`config.mk`:
```
export PLATFORM = sky130hd
export DESIGN_NAME = alu8_unit
export DESIGN_NICKNAME = d
export VERILOG_FILES = /design/src/rtl/alu8_pkg.sv /design/src/rtl/alu8_addsub.sv /design/src/rtl/alu8_decadj.sv /design/src/rtl/alu8_muldiv.sv /design/src/rtl/alu8_unit.sv
export SDC_FILE = /design/constraint.sdc
export NUM_CORES = 1
export LEC_CHECK = 0
export BUFFER_PORTS_ARGS = -buffer_cell sky130_fd_sc_hd__buf_2
export CAP_MARGIN = 10
export CELL_PAD_IN_SITES_DETAIL_PLACEMENT = 1
export CELL_PAD_IN_SITES_GLOBAL_PLACEMENT = 2
export CORE_MARGIN = 2
export CORE_UTILIZATION = 36
export DETAILED_ROUTE_END_ITERATION = 7
export PLACE_DENSITY_LB_ADDON = 0.1
export SETUP_SLACK_MARGIN = 0.4
export SYNTH_ARGS = -nofsm -noshare
export SYNTH_HDL_FRONTEND = slang
export SYNTH_SLANG_ARGS = --single-unit
```
`constraint.sdc`:
```
create_clock -name clk -period 4.5 [get_ports clk]
set_clock_uncertainty 0.2 [all_clocks]
set_input_delay 0.675 -clock clk [delete_from_list [all_inputs] [get_ports clk]]
set_output_delay 0.675 -clock clk [all_outputs]
set_load 0.02 [all_outputs]
```
`src/rtl/alu8_pkg.sv`:
```
// Shared operation codes and flag bundle for the accumulator arithmetic unit.
// Assumes the operation code is three bits wide.
package alu8_pkg;

    localparam int DATA_W = 8;

    typedef enum logic [2:0] {
        OP_ADD  = 3'd0,
        OP_ADDC = 3'd1,
        OP_SUBB = 3'd2,
        OP_MUL  = 3'd3,
        OP_DIV  = 3'd4,
        OP_DECA = 3'd5,
        OP_CMP  = 3'd6,
        OP_PASS = 3'd7
    } alu_op_e;

    typedef struct packed {
        logic cy;
        logic ac;
        logic ov;
    } alu_flags_t;

endpackage

```
`src/rtl/alu8_addsub.sv`:
```
// Combinational adder/subtractor with carry-in and the three carry-derived flags.
// Assumes W is even; the auxiliary flag is taken from the lower half boundary.
// Carries into a bit are recovered as a ^ b ^ sum, so no partial adders are needed.
module alu8_addsub #(
    parameter int W = alu8_pkg::DATA_W
) (
    input  logic [W-1:0] a,
    input  logic [W-1:0] b,
    input  logic         cin,
    input  logic         sub,
    output logic [W-1:0] res,
    output logic         c_top,
    output logic         c_aux,
    output logic         c_ov
);
    localparam int H = W / 2;

    logic [W:0] full;
    logic       into_top;

    // Full-width sum or difference with carry/borrow in.
    always_comb begin
        if (sub) full = {1'b0, a} - {1'b0, b} - {{W{1'b0}}, cin};
        else     full = {1'b0, a} + {1'b0, b} + {{W{1'b0}}, cin};
    end

    // Flag extraction from the carry chain.
    always_comb begin
        res      = full[W-1:0];
        c_top    = full[W];
        c_aux    = a[H] ^ b[H] ^ full[H];
        into_top = a[W-1] ^ b[W-1] ^ full[W-1];
        c_ov     = into_top ^ full[W];
    end

endmodule

```
`src/rtl/alu8_decadj.sv`:
```
// Combinational decimal adjust of a packed two-digit value after an addition.
// Assumes W is even; each half is treated as one decimal digit.
module alu8_decadj #(
    parameter int W = alu8_pkg::DATA_W
) (
    input  logic [W-1:0] a,
    input  logic         cy_i,
    input  logic         ac_i,
    output logic [W-1:0] res,
    output logic         cy_o
);
    localparam int H = W / 2;
    localparam logic [H-1:0] DIGIT_MAX = H'(9);
    localparam logic [W:0]   LO_FIX    = (W+1)'(6);
    localparam logic [W:0]   HI_FIX    = (W+1)'(6) << H;

    logic [W:0] step1;
    logic [W:0] step2;
    logic       fix_lo;
    logic       fix_hi;

    // Two-step digit correction with carry accumulation.
    always_comb begin
        fix_lo = (a[H-1:0] > DIGIT_MAX) || ac_i;
        step1  = {1'b0, a} + (fix_lo ? LO_FIX : '0);
        fix_hi = (step1[W-1:H] > DIGIT_MAX) || cy_i || step1[W];
        step2  = {1'b0, step1[W-1:0]} + (fix_hi ? HI_FIX : '0);
        res    = step2[W-1:0];
        cy_o   = cy_i | step1[W] | step2[W];
    end

endmodule

```
`src/rtl/alu8_muldiv.sv`:
```
// Iterative unsigned multiplier / restoring divider, one bit per cycle, W cycles.
// Assumes go is only honoured while idle. fin marks the last step; res_hi/res_lo
// carry the final values in that cycle. Divide by zero yields an all-ones quotient
// and the dividend as remainder.
module alu8_muldiv #(
    parameter int W = alu8_pkg::DATA_W
) (
    input  logic         clk,
    input  logic         rst_n,
    input  logic         go,
    input  logic         is_div,
    input  logic [W-1:0] opa,
    input  logic [W-1:0] opb,
    output logic         busy,
    output logic         fin,
    output logic         div_mode,
    output logic         div_zero,
    output logic [W-1:0] res_hi,
    output logic [W-1:0] res_lo
);
    localparam int CW = (W > 1) ? $clog2(W) : 1;

    logic            busy_q;
    logic            div_q;
    logic [CW-1:0]   cnt_q;
    logic [W-1:0]    mcand_q;
    logic [W-1:0]    mplier_q;
    logic [2*W-1:0]  prod_q;
    logic [W-1:0]    rem_q;
    logic [W-1:0]    quo_q;

    logic [2*W-1:0]  prod_nx;
    logic [W:0]      trial;
    logic            fits;
    logic [W-1:0]    rem_nx;
    logic [W-1:0]    quo_nx;

    // Next partial product and next division step.
    always_comb begin
        prod_nx = prod_q + (mplier_q[cnt_q] ? ({{W{1'b0}}, mcand_q} << cnt_q) : '0);
        trial   = {rem_q, mplier_q[W-1]};
        fits    = trial >= {1'b0, mcand_q};
        rem_nx  = fits ? (trial[W-1:0] - mcand_q) : trial[W-1:0];
        quo_nx  = {quo_q[W-2:0], fits};
    end

    // Sequencing and datapath registers.
    always_ff @(posedge clk) begin
        if (!rst_n) begin
            busy_q   <= 1'b0;
            div_q    <= 1'b0;
            cnt_q    <= '0;
            mcand_q  <= '0;
            mplier_q <= '0;
            prod_q   <= '0;
            rem_q    <= '0;
            quo_q    <= '0;
        end else if (!busy_q) begin
            if (go) begin
                busy_q   <= 1'b1;
                div_q    <= is_div;
                cnt_q    <= '0;
                mcand_q  <= is_div ? opb : opa;
                mplier_q <= is_div ? opa : opb;
                prod_q   <= '0;
                rem_q    <= '0;
                quo_q    <= '0;
            end
        end else begin
            cnt_q <= cnt_q + CW'(1);
            if (div_q) begin
                rem_q    <= rem_nx;
                quo_q    <= quo_nx;
                mplier_q <= {mplier_q[W-2:0], 1'b0};
            end else begin
                prod_q <= prod_nx;
            end
            if (fin) busy_q <= 1'b0;
        end
    end

    // Status and final-step results.
    always_comb begin
        busy     = busy_q;
        fin      = busy_q && (cnt_q == CW'(W-1));
        div_mode = div_q;
        div_zero = (mcand_q == '0);
        res_hi   = div_q ? rem_nx : prod_nx[2*W-1:W];
        res_lo   = div_q ? quo_nx : prod_nx[W-1:0];
    end

endmodule

```
`src/rtl/alu8_unit.sv`:
```
// Accumulator arithmetic unit top. It accepts one request per start while idle,
// returns a full new accumulator/B/flag state, and pulses done when that state
// is valid. Single-cycle operations complete on the accepting edge; multiply and
// divide complete W edges later. Parity follows the registered accumulator.
module alu8_unit #(
    parameter int W = alu8_pkg::DATA_W
) (
    input  logic         clk,
    input  logic         rst_n,
    input  logic         start,
    input  logic [2:0]   op,
    input  logic [W-1:0] acc_in,
    input  logic [W-1:0] opnd_in,
    input  logic [W-1:0] b_in,
    input  logic         cy_in,
    input  logic         ac_in,
    input  logic         ov_in,
    output logic [W-1:0] acc_out,
    output logic [W-1:0] b_out,
    output logic         cy_out,
    output logic         ac_out,
    output logic         ov_out,
    output logic         par_out,
    output logic         busy,
    output logic         done
);
    import alu8_pkg::*;

    alu_op_e    op_e;
    logic       md_busy, md_fin, md_div, md_dz;
    logic [W-1:0] md_hi, md_lo;
    logic       accept, is_md;
    logic       as_cin, as_sub;
    logic [W-1:0] as_res, da_res;
    logic       as_ctop, as_caux, as_cov, da_cy;

    logic [W-1:0] acc_q, acc_n, b_q, b_n;
    alu_flags_t flg_q, flg_n;
    logic       ac_hold_q, ac_hold_n;
    logic       done_q, done_n;

    // Request decode.
    always_comb begin
        op_e   = alu_op_e'(op);
        is_md  = (op_e == OP_MUL) || (op_e == OP_DIV);
        accept = start && !md_busy;
        as_sub = (op_e == OP_SUBB) || (op_e == OP_CMP);
        as_cin = ((op_e == OP_ADDC) || (op_e == OP_SUBB)) ? cy_in : 1'b0;
    end

    alu8_addsub #(.W(W)) u_addsub (
        .a     (acc_in),
        .b     (opnd_in),
        .cin   (as_cin),
        .sub   (as_sub),
        .res   (as_res),
        .c_top (as_ctop),
        .c_aux (as_caux),
        .c_ov  (as_cov)
    );

    alu8_decadj #(.W(W)) u_decadj (
        .a    (acc_in),
        .cy_i (cy_in),
        .ac_i (ac_in),
        .res  (da_res),
        .cy_o (da_cy)
    );

    alu8_muldiv #(.W(W)) u_muldiv (
        .clk      (clk),
        .rst_n    (rst_n),
        .go       (accept && is_md),
        .is_div   (op_e == OP_DIV),
        .opa      (acc_in),
        .opb      (b_in),
        .busy     (md_busy),
        .fin      (md_fin),
        .div_mode (md_div),
        .div_zero (md_dz),
        .res_hi   (md_hi),
        .res_lo   (md_lo)
    );

    // Next architectural state selection.
    always_comb begin
        acc_n     = acc_q;
        b_n       = b_q;
        flg_n     = flg_q;
        ac_hold_n = ac_hold_q;
        done_n    = 1'b0;
        if (md_fin) begin
            acc_n    = md_lo;
            b_n      = md_hi;
            flg_n.cy = 1'b0;
            flg_n.ac = ac_hold_q;
            flg_n.ov = md_div ? md_dz : (md_hi != '0);
            done_n   = 1'b1;
        end else if (accept) begin
            ac_hold_n = ac_in;
            done_n    = !is_md;
            case (op_e)
                OP_ADD, OP_ADDC, OP_SUBB: begin
                    acc_n = as_res;
                    b_n   = b_in;
                    flg_n = '{cy: as_ctop, ac: as_caux, ov: as_cov};
                end
                OP_DECA: begin
                    acc_n = da_res;
                    b_n   = b_in;
                    flg_n = '{cy: da_cy, ac: ac_in, ov: ov_in};
                end
                OP_CMP: begin
                    acc_n = acc_in;
                    b_n   = b_in;
                    flg_n = '{cy: as_ctop, ac: ac_in, ov: ov_in};
                end
                OP_MUL, OP_DIV: begin
                    acc_n = acc_q;
                end
                default: begin
                    acc_n = acc_in;
                    b_n   = b_in;
                    flg_n = '{cy: cy_in, ac: ac_in, ov: ov_in};
                end
            endcase
        end
    end

    // State registers.
    always_ff @(posedge clk) begin
        if (!rst_n) begin
            acc_q     <= '0;
            b_q       <= '0;
            flg_q     <= '0;
            ac_hold_q <= 1'b0;
            done_q    <= 1'b0;
        end else begin
            acc_q     <= acc_n;
            b_q       <= b_n;
            flg_q     <= flg_n;
            ac_hold_q <= ac_hold_n;
            done_q    <= done_n;
        end
    end

    // Output drive; parity tracks the held accumulator.
    always_comb begin
        acc_out = acc_q;
        b_out   = b_q;
        cy_out  = flg_q.cy;
        ac_out  = flg_q.ac;
        ov_out  = flg_q.ov;
        par_out = ^acc_q;
        busy    = md_busy;
        done    = done_q;
    end

endmodule


```
Word-level counts from Yosys, hierarchy flattened
Index checks and enable logic that the tools add are counted.
- flip-flop bits (word level): 73
- bits in latches: 0
- memory bits (writable): 0
- ROM bits: 0
- input bits: 33
- word-level logic and storage cells: 116
- memories kept: 0
- add/sub/neg operators: 9
- $mul: 0
- divide/modulo/power cells: 0
- magnitude comparators: 4
- eq/ne operators: 10
- shift operators: 1
- mux-type cells: 40
- bitwise operators: 11
- reductions and logical operators: 26
- operators with widths (operator ; number):
    $mux 8 ; 16
    $mux 16 ; 4
    $pmux 8 s3 ; 1
    $mux 7 ; 3
    $add 8x9->9 ; 2
    $add 16x16->16 ; 1
    $shl 8x3->16 ; 1
    $eq 3x3->1 const B ; 4
    $pmux 3 s4 ; 1
    $reduce_and 2->1 ; 6
    $add 8x8->9 ; 1
    $add 9x1->9 ; 1
    $ge 9x8->1 ; 1
    $mux 3 ; 3
    $mux 9 ; 1
    $sub 8x8->9 ; 1
    $sub 9x1->9 ; 1
    $gt 4x4->1 const B ; 2
    $logic_not 8->1 ; 1
    $mux 1 ; 8
    $reduce_bool 8->1 ; 1
    $reduce_xor 8->1 ; 1
    $sub 8x8->8 ; 1
    $eq 3x2->1 const B ; 2
    other kinds (16) ; 37

Logic depth before layout (Yosys ltp)
- depth after elaboration: 13
- gate-level depth with buffers: 20
- mapped depth without buffers: 18

Cells and area by module
Synthesis repeated with hierarchy kept, for this count alone.
- cell total of the unflattened synthesis: 836
- area total of the unflattened synthesis: 6551.3 sq um
- by module, submodules not included (module ; instances ; cells each ; area each (sq um) ; sequential area each (sq um)):
    alu8_muldiv ; 1 ; 487 ; 3867.5 ; 1041.0
    alu8_unit ; 1 ; 168 ; 1318.8 ; 420.4
    alu8_addsub ; 1 ; 134 ; 997.2 ; 0.0
    alu8_decadj ; 1 ; 47 ; 367.9 ; 0.0

Worst setup path before layout
Ideal clock, no wire load.
- path kind: in2reg
- start: in op[0]
- end: reg flg_q, in the netlist ov_out
- arrival: 3712 ps
- path slack: 468 ps
- stages on the path: 15
- buffers on the path: 2
- cell sequence: clkbuf_1 -> nand2b_1 -> buf_6 -> nand2_1 -> nand3_1 -> fa_1 -> fa_1 -> nand2b_2 -> a2111oi_4 -> nor4_1 -> or4_1 -> nand4_1 -> xnor2_1 -> o21ai_2 -> o2bb2ai_1
- word-level cells in the longest chain between the ends: 10
- elaborated cells on any way between the ends: 22
- those cells by class: add/sub (2); eq/ne (7); mux (5); bitwise (2); reduce/logical (6)
- RTL lines (what ; line ; source):
    from (decl) ; alu8_unit.sv:11 ; input logic [2:0] op,
    $eq 3x1->1 / $eq 3x2->1 (equally long branches) ; alu8_unit.sv:48, alu8_unit.sv:102, alu8_unit.sv:47 ;
    $logic_or 1x1->1 ; alu8_unit.sv:48 ; as_cin = ((op_e == OP_ADDC) || (op_e == OP_SUBB)) ? cy_in : 1'b0;
    $mux 1 ; alu8_unit.sv:48 ;
    $add 9x1->9 / $sub 9x1->9 (equally long branches) ; alu8_addsub.sv:24, alu8_addsub.sv:23 ;
    $mux 9 ; alu8_addsub.sv:23 ; if (sub) full = {1'b0, a} - {1'b0, b} - {{W{1'b0}}, cin};
    $xor 1x1->1 ; alu8_addsub.sv:32 ; into_top = a[W-1] ^ b[W-1] ^ full[W-1];
    $xor 1x1->1 ; alu8_addsub.sv:33 ; c_ov = into_top ^ full[W];
    $pmux 3 s4 ; alu8_unit.sv:102 ; case (op_e)
    $mux 2 ; alu8_unit.sv:99 ; end else if (accept) begin
    $mux 2 ; alu8_unit.sv:92 ; if (md_fin) begin
    to (signal assigned) ; alu8_unit.sv:141 ; flg_q <= flg_n;
    to (decl) ; alu8_unit.sv:38 ; alu_flags_t flg_q, flg_n;
Parallel ways exist; a longest one is shown, timed or not. The select of a mux whose other input is x is not followed.
A chain may end at the register's enable or synchronous reset.

Final worst setup path
- start: reg u_muldiv.cnt_q[0]
- end: reg flg_q, in the netlist ov_out
- word-level cells in the longest chain between the ends: 8
- elaborated cells on any way between the ends: 14
- those cells by class: add/sub (1); eq/ne (2); shift (1); mux (6); reduce/logical (4)
- RTL lines (what ; line ; source):
    from (decl) ; alu8_muldiv.sv:25 ; logic [CW-1:0] cnt_q;
    from (signal assigned) ; alu8_muldiv.sv:70 ; cnt_q <= cnt_q + CW'(1);
    $bmux 1 s3 ; alu8_muldiv.sv:40 ; prod_nx = prod_q + (mplier_q[cnt_q] ? ({{W{1'b0}}, mcand_q} << cnt_q) : '0);
    $mux 1 (not written as such) ; alu8_muldiv.sv:40 ;
    $mux 16 ; alu8_muldiv.sv:40 ;
    $add 16x16->16 ; alu8_muldiv.sv:40 ;
    $mux 8 ; alu8_muldiv.sv:88 ; res_hi = div_q ? rem_nx : prod_nx[2*W-1:W];
    $reduce_bool 8->1 ; alu8_unit.sv:97 ; flg_n.ov = md_div ? md_dz : (md_hi != '0);
    $mux 1 ; alu8_unit.sv:97 ;
    $mux 2 ; alu8_unit.sv:92 ;
Parallel ways exist; a longest one is shown, timed or not. The select of a mux whose other input is x is not followed.

==> results.ini <==
[timing]
setup_viol=0
setup_tns_ps=0
fmax_mhz=251
fin_crit_sh_pct=88.5
finalHoldViolCount=0
setup_ws_ps=519
max_slew.worst_pin.slew_ps=904
min_period_ps=3980
maxSlewHeadroom_pct=39.6
drv_slew=0
rsz0062_at_grt=true

[drt]
totalWireLength_um=24300
wl_per_cell_um=21.5
first_iter_violations=411
ant_nets=0
drc=0
vias=6422
dr.pass1.iters=5
routed_via_density=5.70

[yosys]
synth-async-reset-ratio_pct=0
synth_edf_count=0
synth-seq-area-share_pct=22.4
synth_top_flop_cell=dfxtp_1
synth_top_area_share_pct=22.4
synth_cell_type_count=76
synth.avg_cell_area_um2=7.63
netlist_area_um2=6530
ys_ff_latch=73
synth_fp_nets=945
synth_top_area_cell=dfxtp_1
yosysWarningCount=0
yosys-top-cells-area=dfxtp_1, ha_1, nand2_1
postSynthCellCount=855

[finish]
drive_above_1_share_pct=15.0
syn2layout_area_growth_pct=14.8
nets=983
multi_input_area_um2=4780
register_area_um2=1460
instances_no_fill=1127
diodes=0
final_area_um2=7490
fill_cells=2195

[status]
status=completed

[power_and_ir_drop]
p_per_area_nw_per_um2=286
ir_drop_mv=0.188
p_leak_nw=3.10
power_mw=2.15

[critical_path]
critical_path.max_fanout=7
worst-endpoint-required_ps=4540
cp_top_family=simple AND/OR/NAND/NOR gates
slowest_delay_ps=580
cp-start-kind=register
end_kind=register
path_cells=mux4_2 -> nand2_2 -> and2_4 -> a211oi_1 -> ha_1 -> and4_1 -> and2_1 -> a2111oi_4 -> buf_4 -> or2_2 -> a2bb2oi_1 -> a21bo_2 -> nor4_2 -> buf_4 -> o2bb2ai_1
crit_type=register to register
critPathBufInv=2
worstPathArrival_ps=4030
cp_common_cell=buf_4
slowest_stage=mux4_2

[placement]
dp.cells=1109
dpl.hpwl_um=19100
dpl-instance-area_um2=7020
gp_congestion=0.873
numPortBuffers=54
place_ws_ps=156

[clock_tree]
cts_buffers=9
clkLatencyLatePin_ps=350
root_buffer=clkbuf_16
clkSinkCount=73
cts_tree=yes
cts_hold_buf=0
clk_pin_slew_ps=70
htree_levels=3
max-clock-path-buffers=2

[floorplanning]
core_area_um2=17900
initial_core_util_pct=36.5
io_pins=55
die_width_um=139
std_cell_rows=49
die_area_um2=19200
fp.dieH_um=139

[global_routing]
antenna_found_initial=0
track_usage_pct=25.3
grt-busiest-layer=met2
grt_use_met3_pct=2.73
use_met1_pct=34.9
grt_pass1_wl_um=38400
grt-ovfl-total=0
grt_max_degree=41
grt_util_met2_pct=42.5
grt_pass1_vias=6736

[job]
maxCapViolations=0

[min_path]
min_path_type=register to register

## cell usage after synthesis (all sizes together), types with 8 or more instances
cell type	number
nor2b	21
nor3b	9
clkbuf	38
dfxtp	73
o211ai	13
xor2	15
buf	11
a21o	12
nor2	80
xnor2	24
a21oi	60
a22oi	10
a31oi	8
nand2	84
mux2i	27
inv	42
ha	50
o211a	10
a211oi	17
a21boi	10
and2	29
nand3	42
o21ai	52
nor3	10
## placed cells by master, fill, tap and decap left out, drive strengths merged, types with 29 or more instances in the layout
cell	n
ha	50
dfxtp	73
and2	29
buf	77
inv	43
nor2	80
nand3	42
o21ai	52
a21oi	60
nand2	84
## state kept, by name, indices dropped and copies added (netlist names), 3 cells and up
register and cells:
b_out 8, u_muldiv.mplier_q 8, u_muldiv.cnt_q 3, u_muldiv.quo_q 7, u_muldiv.prod_q 16, acc_out 8, u_muldiv.mcand_q 8, u_muldiv.rem_q 8
## tightest hold or removal path, cell delays in order, from the launching register on
cell and delay (ps):
dfxtp_1 320, nand2_1 50, a21boi_0 60
## cell type report
class                   count  area share, %
multi-input cells         690           63.9
repair buffers             77           6.06
inverters                  42           2.10
flip-flops and latches     73           19.5
clock inverters             6           1.54
clock buffers              10           3.06
well taps                 229           3.82
## per-stage QoR
step	hold WS [ps]	util, %
after floorplan	253	-
after global placement	271	39.2
after detailed placement	281	39.2
after CTS	295	41.3
after global routing	322	41.8
final	287	41.8
## cell families after synthesis
kind of cell    Yosys count  synth area share (%)
simple gates            314                  23.6
compound gates          247                  25.6
buf+inv                  92                  5.85
flops                    73                  22.4
fa+ha+maj                57                  11.7
xor+xnor                 39                  5.23
mux                      33                  5.52
## routing by layer
layer  vias up  routed length (um)
met5         -                   0
li1       3142                   -
met3        25                 732
met1      3138               11900
met2       117               11300
met4         0                 346
## report_power, final
| part | switching [mW] | leakage [nW] | internal [mW] |
|---|---|---|---|
| clock | 0.316 | 0.163 | 0.546 |
| combinational | 0.364 | 2.34 | 0.222 |
| sequential | 0.0259 | 0.594 | 0.671 |
| total | 0.706 | 3.10 | 1.44 |
## worst paths after layout
| check | from | to | slack (ps) | depth (start not counted) |
|---|---|---|---|---|
| setup / recovery | u_muldiv.cnt_q[0] | ov_out | 520 | 15 |
| setup reg to reg | u_muldiv.cnt_q[0] | ov_out | 520 | 15 |
| hold / removal | u_muldiv.quo_q[2] | u_muldiv.quo_q[3] | 290 | 2 |
| hold reg to reg | u_muldiv.quo_q[2] | u_muldiv.quo_q[3] | 290 | 2 |
## timing repair
action                                 CTS  global route
setup buffers                            1             1
setup endpoints to repair                2             2
gates cloned                             0             0
endpoints found under the hold margin    0             0
pin swaps                                1             4
gates resized for setup                  9            24
(Power assumes the default switching activity.)
